==> src/rtl/bscan_tap_pkg.sv <==
package bscan_tap_pkg;

  localparam int IR_W = 4;
  localparam int ID_W = 32;

  typedef enum logic [3:0] {
    ST_RESET   = 4'h0,
    ST_IDLE    = 4'h1,
    ST_SEL_DR  = 4'h2,
    ST_CAP_DR  = 4'h3,
    ST_SH_DR   = 4'h4,
    ST_EX1_DR  = 4'h5,
    ST_PAU_DR  = 4'h6,
    ST_EX2_DR  = 4'h7,
    ST_UPD_DR  = 4'h8,
    ST_SEL_IR  = 4'h9,
    ST_CAP_IR  = 4'hA,
    ST_SH_IR   = 4'hB,
    ST_EX1_IR  = 4'hC,
    ST_PAU_IR  = 4'hD,
    ST_EX2_IR  = 4'hE,
    ST_UPD_IR  = 4'hF
  } tapState_t;

  localparam logic [IR_W-1:0] OP_EXTEST = 4'b0000;
  localparam logic [IR_W-1:0] OP_SAMPLE = 4'b0001;
  localparam logic [IR_W-1:0] OP_IDCODE = 4'b0010;
  localparam logic [IR_W-1:0] OP_HIGHZ  = 4'b0011;
  localparam logic [IR_W-1:0] OP_BYPASS = 4'b1111;
  localparam logic [IR_W-1:0] IR_CAPTURE = 4'b0001;

  // Strobes from the controller to the register datapath.
  typedef struct packed {
    logic captureDr;
    logic shiftDr;
    logic updateDr;
    logic shiftIr;
    logic irSerial;
    logic selBs;
    logic selId;
    logic extest;
    logic highz;
  } tapStrobes_t;

endpackage

==> src/rtl/bscan_tap_ctrl.sv <==
module bscan_tap_ctrl
  import bscan_tap_pkg::*;
(
  input  logic        tck,
  input  logic        porN,
  input  logic        tms,
  input  logic        tdi,
  output tapStrobes_t stb
);

  tapState_t state, nextState;
  logic [IR_W-1:0] irShift, irReg, irActive;

  always_comb begin
    unique case (state)
      ST_RESET:  nextState = tms ? ST_RESET  : ST_IDLE;
      ST_IDLE:   nextState = tms ? ST_SEL_DR : ST_IDLE;
      ST_SEL_DR: nextState = tms ? ST_SEL_IR : ST_CAP_DR;
      ST_CAP_DR: nextState = tms ? ST_EX1_DR : ST_SH_DR;
      ST_SH_DR:  nextState = tms ? ST_EX1_DR : ST_SH_DR;
      ST_EX1_DR: nextState = tms ? ST_UPD_DR : ST_PAU_DR;
      ST_PAU_DR: nextState = tms ? ST_EX2_DR : ST_PAU_DR;
      ST_EX2_DR: nextState = tms ? ST_UPD_DR : ST_SH_DR;
      ST_UPD_DR: nextState = tms ? ST_SEL_DR : ST_IDLE;
      ST_SEL_IR: nextState = tms ? ST_RESET  : ST_CAP_IR;
      ST_CAP_IR: nextState = tms ? ST_EX1_IR : ST_SH_IR;
      ST_SH_IR:  nextState = tms ? ST_EX1_IR : ST_SH_IR;
      ST_EX1_IR: nextState = tms ? ST_UPD_IR : ST_PAU_IR;
      ST_PAU_IR: nextState = tms ? ST_EX2_IR : ST_PAU_IR;
      ST_EX2_IR: nextState = tms ? ST_UPD_IR : ST_SH_IR;
      default:   nextState = tms ? ST_SEL_DR : ST_IDLE;
    endcase
  end

  always_ff @(posedge tck or negedge porN) begin
    if (!porN) begin
      state   <= ST_RESET;
      irShift <= IR_CAPTURE;
      irReg   <= OP_IDCODE;
    end else begin
      state <= nextState;
      if (state == ST_RESET)       irReg   <= OP_IDCODE;
      else if (state == ST_UPD_IR) irReg   <= irShift;
      if (state == ST_CAP_IR)      irShift <= IR_CAPTURE;
      else if (state == ST_SH_IR)  irShift <= {tdi, irShift[IR_W-1:1]};
    end
  end

  // Reset state forces IDCODE without waiting for a further edge.
  assign irActive = (state == ST_RESET) ? OP_IDCODE : irReg;

  always_comb begin
    stb           = '0;
    stb.captureDr = (state == ST_CAP_DR);
    stb.shiftDr   = (state == ST_SH_DR);
    stb.updateDr  = (state == ST_UPD_DR);
    stb.shiftIr   = (state == ST_SH_IR);
    stb.irSerial  = irShift[0];
    unique case (irActive)
      OP_EXTEST: begin stb.extest = 1'b1; stb.selBs = 1'b1; end
      OP_SAMPLE: stb.selBs = 1'b1;
      OP_IDCODE: stb.selId = 1'b1;
      OP_HIGHZ:  stb.highz = 1'b1;
      default:   ;
    endcase
  end

endmodule

==> src/rtl/bscan_tap_dp.sv <==
module bscan_tap_dp
  import bscan_tap_pkg::*;
#(
  parameter int              NUM_IN  = 4,
  parameter int              NUM_OUT = 32,
  parameter logic [ID_W-1:0] ID_CODE = 32'h1A5C_E035
) (
  input  logic               tck,
  input  logic               porN,
  input  logic               tdi,
  input  tapStrobes_t        stb,
  input  logic [NUM_IN-1:0]  pinIn,
  input  logic [NUM_OUT-1:0] coreOut,
  input  logic [NUM_OUT-1:0] coreOe,
  output logic [NUM_IN-1:0]  coreIn,
  output logic [NUM_OUT-1:0] padOut,
  output logic [NUM_OUT-1:0] padOe,
  output logic               tdo,
  output logic               tdoOe
);

  localparam int CHAIN = NUM_IN + 2 * NUM_OUT;
  localparam logic [ID_W-1:0] ID_EFF = {ID_CODE[ID_W-1:1], 1'b1};

  logic [CHAIN-1:0] capVec, bsShift, bsUpd;
  logic [ID_W-1:0]  idShift;
  logic             bypassReg, drSerial;

  // Input cells first (nearest TDO), then data/enable pairs per output.
  for (genvar i = 0; i < NUM_IN; i++) begin : g_inCell
    assign capVec[i] = pinIn[i];
    assign coreIn[i] = stb.extest ? bsUpd[i] : pinIn[i];
  end

  for (genvar k = 0; k < NUM_OUT; k++) begin : g_outCell
    localparam int D = NUM_IN + 2 * k;
    assign capVec[D]   = coreOut[k];
    assign capVec[D+1] = coreOe[k];
    assign padOut[k]   = stb.extest ? bsUpd[D] : coreOut[k];
    assign padOe[k]    = stb.highz ? 1'b0 : (stb.extest ? bsUpd[D+1] : coreOe[k]);
  end

  always_ff @(posedge tck or negedge porN) begin
    if (!porN) begin
      bsShift   <= '0;
      bsUpd     <= '0;
      idShift   <= '0;
      bypassReg <= 1'b0;
    end else begin
      if (stb.captureDr) begin
        bypassReg <= 1'b0;
        if (stb.selBs) bsShift <= capVec;
        if (stb.selId) idShift <= ID_EFF;
      end else if (stb.shiftDr) begin
        bypassReg <= tdi;
        if (stb.selBs) bsShift <= {tdi, bsShift[CHAIN-1:1]};
        if (stb.selId) idShift <= {tdi, idShift[ID_W-1:1]};
      end
      if (stb.updateDr && stb.selBs) bsUpd <= bsShift;
    end
  end

  assign drSerial = stb.selBs ? bsShift[0] : (stb.selId ? idShift[0] : bypassReg);

  always_ff @(negedge tck or negedge porN) begin
    if (!porN) begin
      tdo   <= 1'b0;
      tdoOe <= 1'b0;
    end else begin
      tdo   <= stb.shiftIr ? stb.irSerial : drSerial;
      tdoOe <= stb.shiftIr | stb.shiftDr;
    end
  end

endmodule

==> src/rtl/bscan_tap.sv <==
module bscan_tap
  import bscan_tap_pkg::*;
#(
  parameter int              NUM_IN  = 4,
  parameter int              NUM_OUT = 32,
  parameter logic [ID_W-1:0] ID_CODE = 32'h1A5C_E035
) (
  input  logic               tck,
  input  logic               porN,
  input  logic               tms,
  input  logic               tdi,
  output logic               tdo,
  output logic               tdoOe,
  input  logic [NUM_IN-1:0]  pinIn,
  output logic [NUM_IN-1:0]  coreIn,
  input  logic [NUM_OUT-1:0] coreOut,
  input  logic [NUM_OUT-1:0] coreOe,
  output logic [NUM_OUT-1:0] padOut,
  output logic [NUM_OUT-1:0] padOe
);

  tapStrobes_t stb;

  bscan_tap_ctrl u_ctrl (
    .tck  (tck),
    .porN (porN),
    .tms  (tms),
    .tdi  (tdi),
    .stb  (stb)
  );

  bscan_tap_dp #(
    .NUM_IN  (NUM_IN),
    .NUM_OUT (NUM_OUT),
    .ID_CODE (ID_CODE)
  ) u_dp (
    .tck     (tck),
    .porN    (porN),
    .tdi     (tdi),
    .stb     (stb),
    .pinIn   (pinIn),
    .coreOut (coreOut),
    .coreOe  (coreOe),
    .coreIn  (coreIn),
    .padOut  (padOut),
    .padOe   (padOe),
    .tdo     (tdo),
    .tdoOe   (tdoOe)
  );

endmodule

==> config.mk <==
export PLATFORM = sky130hd
export DESIGN_NAME = bscan_tap
export DESIGN_NICKNAME = d
export VERILOG_FILES = /design/src/rtl/bscan_tap_pkg.sv /design/src/rtl/bscan_tap_ctrl.sv /design/src/rtl/bscan_tap_dp.sv /design/src/rtl/bscan_tap.sv
export SDC_FILE = /design/constraint.sdc
export NUM_CORES = 1
export LEC_CHECK = 0
export BUFFER_PORTS_ARGS = -buffer_cell sky130_fd_sc_hd__buf_2
export CAP_MARGIN = 10
export CORE_ASPECT_RATIO = 0.75
export CORE_MARGIN = 2
export CORE_UTILIZATION = 55
export DETAILED_ROUTE_END_ITERATION = 8
export GPL_ROUTABILITY_DRIVEN = 0
export GPL_TIMING_DRIVEN = 0
export PLACE_DENSITY = 0.76
export SLEW_MARGIN = 5
export SYNTH_ARGS = -nofsm -noshare
export SYNTH_HDL_FRONTEND = slang
export SYNTH_SLANG_ARGS = --single-unit
export TNS_END_PERCENT = 1
==> constraint.sdc <==
create_clock -name tck -period 2.9 [get_ports tck]
set_clock_uncertainty 0.2 [all_clocks]
set_input_delay 0 -clock tck [delete_from_list [all_inputs] [get_ports tck]]
set_output_delay 0 -clock tck [all_outputs]
set_load 0.05 [all_outputs]
==> flow_summary.json, run 1 <==
{
  "ios": 142,
  "final-max-slew-violation-count": 0,
  "area_growth_pct": 28.4,
  "worst-endpoint-arrival_ns": 1.72,
  "synthDistinctLibCells": 50,
  "number_of_instances_in_the_synthesized_netlist": 742,
  "first_pass_grt_wire_length_um": 36800,
  "synth.top_cells.by_area": "dfrtp_1 (49%), mux2_2 (29%), mux2_4 (3.3%)",
  "route.detailed.wl_per_inst_um": 19.2,
  "initial_utilization_pct": 56.7,
  "setup-violations-final": 38,
  "max-slew-margin-rel_pct": 47.4,
  "synth-async-reset-ratio_pct": 100,
  "vdd_drop_max_mv": 0.565,
  "pwr-share-clk_pct": 21.0,
  "clock_tree_from_tritoncts": "done",
  "nNetsFinal": 1060,
  "timing.hold.worst_path_depth": 3,
  "setup_slack_ns": -0.241,
  "h_tree_levels": 4,
  "failing_checks": "setup timing",
  "netlist_area_um2": 9200,
  "globalRoute.totalOverflow": 0,
  "hold_path.class": "in2reg",
  "die_area_um2": 17800,
  "ctsRootBufferMaster": "clkbuf_16",
  "synth.ff_latch_count": 183,
  "crit_cells": 3,
  "route.detailed.vias_per_inst": 5.70,
  "grt_antenna_before_repair": 0,
  "required_ns": 1.48,
  "critical_path.top_delay_family": "flip-flops",
  "floorplan.die.width_um": 153,
  "layout_commonest_cell": "mux2_2",
  "cp_num_buf_inv": 0,
  "route.vias.total": 6903,
  "totalWireLength_um": 23200,
  "p_sw_w": 0.00466,
  "yosysTopAreaCell": "dfrtp_1",
  "sequentialPowerShare_pct": 30.8,
  "ys_warn_count": 0,
  "outcome": "complete, but fails checks",
  "timing.critical_path.cells": "or4b_4 -> nand4_1 -> a41oi_2",
  "endpoint_kind": "register",
  "clkSlewWorstSetupHoldPaths_ns": 0.07,
  "power_per_standard_cell_area_nw_per_um2": 924,
  "grt_start_max_net_pins": 97,
  "dr.first_iter.drc_count": 527,
  "post_place_cell_area_um2": 10200,
  "rsz0062_at_grt": "true",
  "synth_edf_count": 0,
  "hpwlAfterDp_um": 15000,
  "die_height_um": 116,
  "drc": 0,
  "synthesis.nets": 814,
  "p_leak_nw": 5.76,
  "layout.cell_area.non_filler_um2": 11800,
  "crit_path_max_fo": 6,
  "worst-slew-pin-transition_ns": 0.783,
  "timing.critical_path.slowest_cell_delay_ns": 0.58,
  "max-clock-path-buffers": 2,
  "i_o_buffers": 140,
  "layout.cells.most_common_list": "mux2_2 (238), dfrtp_1 (175), buf_2 (157)",
  "cp_slowest_cell": "dfstp_2",
  "synth_area_per_cell_um2": 12.4,
  "post-place-cells": 1093,
  "vias_in_the_first_global_route": 6877,
  "synth_seq_area_share_pct": 49.8,
  "synth_ff_type": "dfrtp_1",
  "power.total_w": 0.0109,
  "placementRows": 40,
  "ant_nets": 0,
  "synth_largest_type_area_fraction_pct": 48.7,
  "cts_inserted_buffers": 17,
  "floorplan.core_area_um2": 16200,
  "first_pass_iters": 6,
  "startpoint_types": "register",
  "diodes": 0,
  "cap_viol_max_count": 0,
  "share_comb_of_total_power_pct": 48.2,
  "hold_violations": 0,
  "clk_latency_ns": 0.43,
  "power.internal_w": 0.00625,
  "clkSinkCount": 183,
  "grt_util_all_layers_pct": 26.6,
  "finish.cell_count_without_fillers": 1211,
  "critPathKind": "reg2reg",
  "drive_above_1_share_pct": 50.5,
  "swShare_pct": 42.7,
  "worst_r2r_path_depth": 3
}
-- cell families after synthesis --
family,Yosys count,share of synthesized area (%)
multiplexers,273,34.0
flip-flops,183,49.8
XOR/XNOR,1,0.0952
AO/OA/AOI/OAI,96,5.87
buffers and inverters,77,3.78
AND/OR/NAND/NOR,112,6.43
-- through the flow --
step | TNS (ns) | setup slack (ns) | hold slack [ns] | util [%]
6_report | -2.79 | -0.241 | 0.222 | 72.8
5_1_grt | -7.66 | -0.292 | 0.240 | 72.8
4_1_cts | -2.42 | -0.323 | 0.197 | 72.6
3_5_place_dp | -0.826 | -0.490 | -0.147 | 63.0
3_3_place_gp | -252.61 | -2.67 | 0.0995 | 62.8
2_1_floorplan | -0.319 | -0.229 | -0.496 | -
-- synthesized netlist by cell type (2+ instances only) --
cell,number
a211oi_1,2
a211oi_2,2
a21oi_1,37
a31oi_1,2
and3b_1,2
buf_1,5
buf_2,23
buf_4,2
buf_6,3
clkbuf_1,26
dfrtn_1,2
dfrtp_1,179
dfstp_2,2
inv_1,18
mux2_2,238
mux2_4,20
mux2i_1,15
nand2_1,14
nand2b_1,2
nand3_1,34
nand3b_1,2
nand4_1,2
nor2_1,28
nor2b_1,10
nor4_1,2
o21ai_0,39
o22ai_1,6
or4_1,3
-- final timing paths --
| kind | from | endpoint | slack [ns] |
|---|---|---|---|
| min | tdi | u_dp.idShift[31]$_DFFE_PN0P_ | 0.22 |
| max reg2reg | u_ctrl.irReg[1]$_DFFE_PN1P_ | u_dp.tdo$_DFF_NN0_ | -0.24 |
| max in group asynchronous | porN | u_dp.tdoOe$_DFF_NN0_ | 0.24 |
| min in group asynchronous | porN | u_dp.bsUpd[45]$_DFFE_PN0P_ | 0.48 |
| max | u_ctrl.irReg[1]$_DFFE_PN1P_ | u_dp.tdo$_DFF_NN0_ | -0.24 |
| min reg2reg | u_ctrl.irShift[1]$_DFFE_PN0P_ | u_ctrl.irShift[1]$_DFFE_PN0P_ | 0.29 |
-- worst register-to-register path, stage by stage, from the launching register on --
cell and delay, ns:
dfstp_2 0.58, or4b_4 0.48, nand4_1 0.10, a41oi_2 0.12
-- flip-flops by register name (all words and copies together), names as in the netlist --
signal / flops
u_ctrl.irReg: 4
u_ctrl.irShift: 4
u_dp.tdo: 1
u_dp.tdoOe: 1
u_ctrl.state: 4
u_dp.bsShift: 68
u_dp.idShift: 32
u_dp.bsUpd: 68
u_dp.bypassReg: 1
-- layout make-up --
class	count	area, um^2
Buffer	57	333
Tap cell	210	263
Fill cell	1099	4410
Multi-Input combinational cell	482	4340
Timing Repair Buffer	229	1640
Sequential cell	183	4590
Inverter	18	67.6
Clock buffer	18	439
Clock inverter	14	140
-- repair_timing --
item,in CTS,in global routing
gates cloned,0,0
endpoints found under the hold margin,254,0
gates resized for setup,29,12
pin swaps,2,2
setup buffers,9,4
setup endpoints to repair,68,90
hold buffers,75,0
-- layer usage --
metal  track usage, %  vias up  part of all wire (%)
li1                 -     3162                     -
met2             42.7      237                    47
met3             5.57       33                   5.7
met4             6.67        0                   1.1
met5                0        -                     0
met1             37.7     3471                    46
-- power by group through the flow --
stage          Combinational (W)  Sequential (W)  Clock [W]
6_report                 0.00526         0.00337    0.00229
5_1_grt                  0.00559         0.00342    0.00243
4_1_cts                  0.00514         0.00335    0.00231
3_5_place_dp             0.00476         0.00340          0
3_3_place_gp             0.00469         0.00338          0
2_1_floorplan            0.00368         0.00334          0
No activity file was read; power rests on OpenSTA's default activity.
==> run 2, diff against run 1 <==
Settings changed: GPL_TIMING_DRIVEN 0 to not set, SETUP_SLACK_MARGIN set to 0.2.
==> flow_summary.json, run 2 (synthesized netlist as in run 1, its figures left out) <==
{
  "outcome": "complete, but fails checks",
  "failing_checks": "setup timing",
  "nNetsFinal": 1026,
  "clkSinkCount": 183,
  "multi_input_area_um2": 4480,
  "finalCoreUtilization_pct": 75.4,
  "max-slew-margin-rel_pct": 37.3,
  "route.detailed.vias_per_inst": 5.90,
  "die_area_um2": 17800,
  "p_leak_nw": 5.92,
  "first_pass_grt_wire_length_um": 37400,
  "cp_num_buf_inv": 0,
  "cp_slowest_cell": "dfstp_2",
  "worst-slew-pin-transition_ns": 0.940,
  "grt_util_all_layers_pct": 26.9,
  "area_growth_pct": 32.9,
  "sequentialPowerShare_pct": 28.3,
  "ctsRootBufferMaster": "clkbuf_16",
  "swShare_pct": 40.9,
  "worst-endpoint-arrival_ns": 1.63,
  "cts_inserted_buffers": 17,
  "vias_in_the_first_global_route": 7294,
  "drc": 0,
  "startpoint_types": "register",
  "layout_commonest_cell": "mux2_2",
  "layout.cell_area.non_filler_um2": 12200,
  "grt_antenna_before_repair": 0,
  "post-place-cells": 1072,
  "i_o_buffers": 141,
  "diodes": 0,
  "route.vias.total": 6943,
  "grt_start_max_net_pins": 177,
  "clock_tree_from_tritoncts": "done",
  "sequential_cell_area_um2": 4580,
  "route.detailed.wl_per_inst_um": 20.7,
  "hpwlAfterDp_um": 14000,
  "dr.first_iter.drc_count": 476,
  "power.internal_w": 0.00695,
  "setup-violations-final": 1,
  "critical_path.top_delay_family": "simple AND/OR/NAND/NOR gates",
  "timing.critical_path.slowest_cell_delay_ns": 0.53,
  "placementRows": 40,
  "floorplan.core_area_um2": 16200,
  "totalWireLength_um": 24400,
  "timing.critical_path.cells": "or4b_4 -> nand4_1 -> a41oi_2",
  "clk_latency_ns": 0.43,
  "max-clock-path-buffers": 2,
  "critPathKind": "reg2reg",
  "floorplan.die.width_um": 153,
  "h_tree_levels": 4,
  "clkSlewWorstSetupHoldPaths_ns": 0.07,
  "final-max-slew-violation-count": 0,
  "initial_utilization_pct": 56.7,
  "hold_path.class": "in2async",
  "first_pass_iters": 5,
  "endpoint_kind": "register",
  "setup_slack_ns": -0.149,
  "critical_path.startpoint": "u_ctrl.irReg[1]$_DFFE_PN1P_",
  "power_per_standard_cell_area_nw_per_um2": 962,
  "fillers": 990,
  "hold_violations": 0,
  "finish.cell_count_without_fillers": 1177,
  "post_place_cell_area_um2": 10300,
  "crit_path_max_fo": 3,
  "globalRoute.totalOverflow": 0,
  "ios": 142,
  "pwr-share-clk_pct": 20.7,
  "drive_above_1_share_pct": 50.9,
  "required_ns": 1.48,
  "die_height_um": 116,
  "registers_with_the_highest_flip_flop_counts": "u_dp.bsShift: 68 flops, u_dp.bsUpd: 68 flops, u_dp.idShift: 32 flops",
  "rr_startpoint": "u_ctrl.irReg[1]$_DFFE_PN1P_",
  "rsz0062_at_grt": "true",
  "layout.cells.most_common_list": "mux2_2 (214), dfrtp_1 (179), buf_2 (78)",
  "ant_nets": 0,
  "share_comb_of_total_power_pct": 50.9,
  "cap_viol_max_count": 0,
  "vdd_drop_max_mv": 0.564,
  "p_sw_w": 0.00481
}
==> run 2: changes by cell type in the layout (fill, tap and decap cells not counted), sizes merged <==
cell	before	now
buf	189	167
bufinv	1	4
clkinv	3	7
clkbuf	43	32
clkinvlp	5	1
inv	23	19
==> run 2: what timing repair did <==
action                                  in CTS  in global routing
setup buffers                                1                  0
hold buffers                                72                  0
pin swaps                                    3                  7
gates resized for setup                     77                114
hold endpoints to repair                   254                  0
gates cloned                                 0                  0
endpoints found under the setup margin      65                133
==> run 2: stage by stage <==
| step | hold slack [ns] | power (W) | TNS, ns | worst slack (ns) |
|---|---|---|---|---|
| after global placement | -0.392 | 0.00828 | -0.127 | -0.127 |
| after floorplan | -0.496 | 0.00702 | -0.319 | -0.229 |
| final | 0.108 | 0.0118 | -0.149 | -0.149 |
| after CTS | 0.208 | 0.0113 | -0.140 | -0.140 |
| after global routing | 0.237 | 0.0122 | -0.181 | -0.181 |
| after detailed placement | -0.393 | 0.00846 | -0.177 | -0.152 |
==> run 2: layout make-up <==
type | count | share of cell area (%)
Clock inverter | 13 | 1.46
Timing Repair Buffer | 252 | 18.2
Tap cell | 210 | 2.15
Clock buffer | 19 | 3.54
Sequential cell | 183 | 37.5
Inverter | 18 | 0.553
Multi-Input combinational cell | 482 | 36.6
==> run 2: worst paths after layout <==
kind / to / slack, ns / cells past startpoint
setup / recovery: u_dp.tdo$_DFF_NN0_ / -0.15 / 3
hold / removal: u_dp.bsShift[44]$_DFFE_PN0P_ / 0.11 / 3
setup reg to reg: u_dp.tdo$_DFF_NN0_ / -0.15 / 3
hold reg to reg: u_dp.idShift[10]$_DFFE_PN0P_ / 0.30 / 1
max in group asynchronous: u_dp.tdo$_DFF_NN0_ / 1.28 / 2
min in group tck: u_dp.idShift[31]$_DFFE_PN0P_ / 0.22 / 3
==> run 2: worst min-delay path, cell delays in order <==
cell and delay (ns):
dlygate4sd3_1 0.55, buf_6 0.13, buf_12 0.60
==> run 2: power by group through the flow <==
stage,clock [W],combinational [W],sequential [W]
3_3_place_gp,0,0.00498,0.00330
6_report,0.00244,0.00599,0.00333
3_5_place_dp,0,0.00511,0.00334
2_1_floorplan,0,0.00368,0.00334
5_1_grt,0.00259,0.00628,0.00338
4_1_cts,0.00246,0.00553,0.00330
==> run 2: layer usage <==
metal	part of all wire (%)	GRT usage, %
met3	5.8	6.73
met5	0	0
met2	49	44.9
met1	42	34.3
met4	2.5	10.5
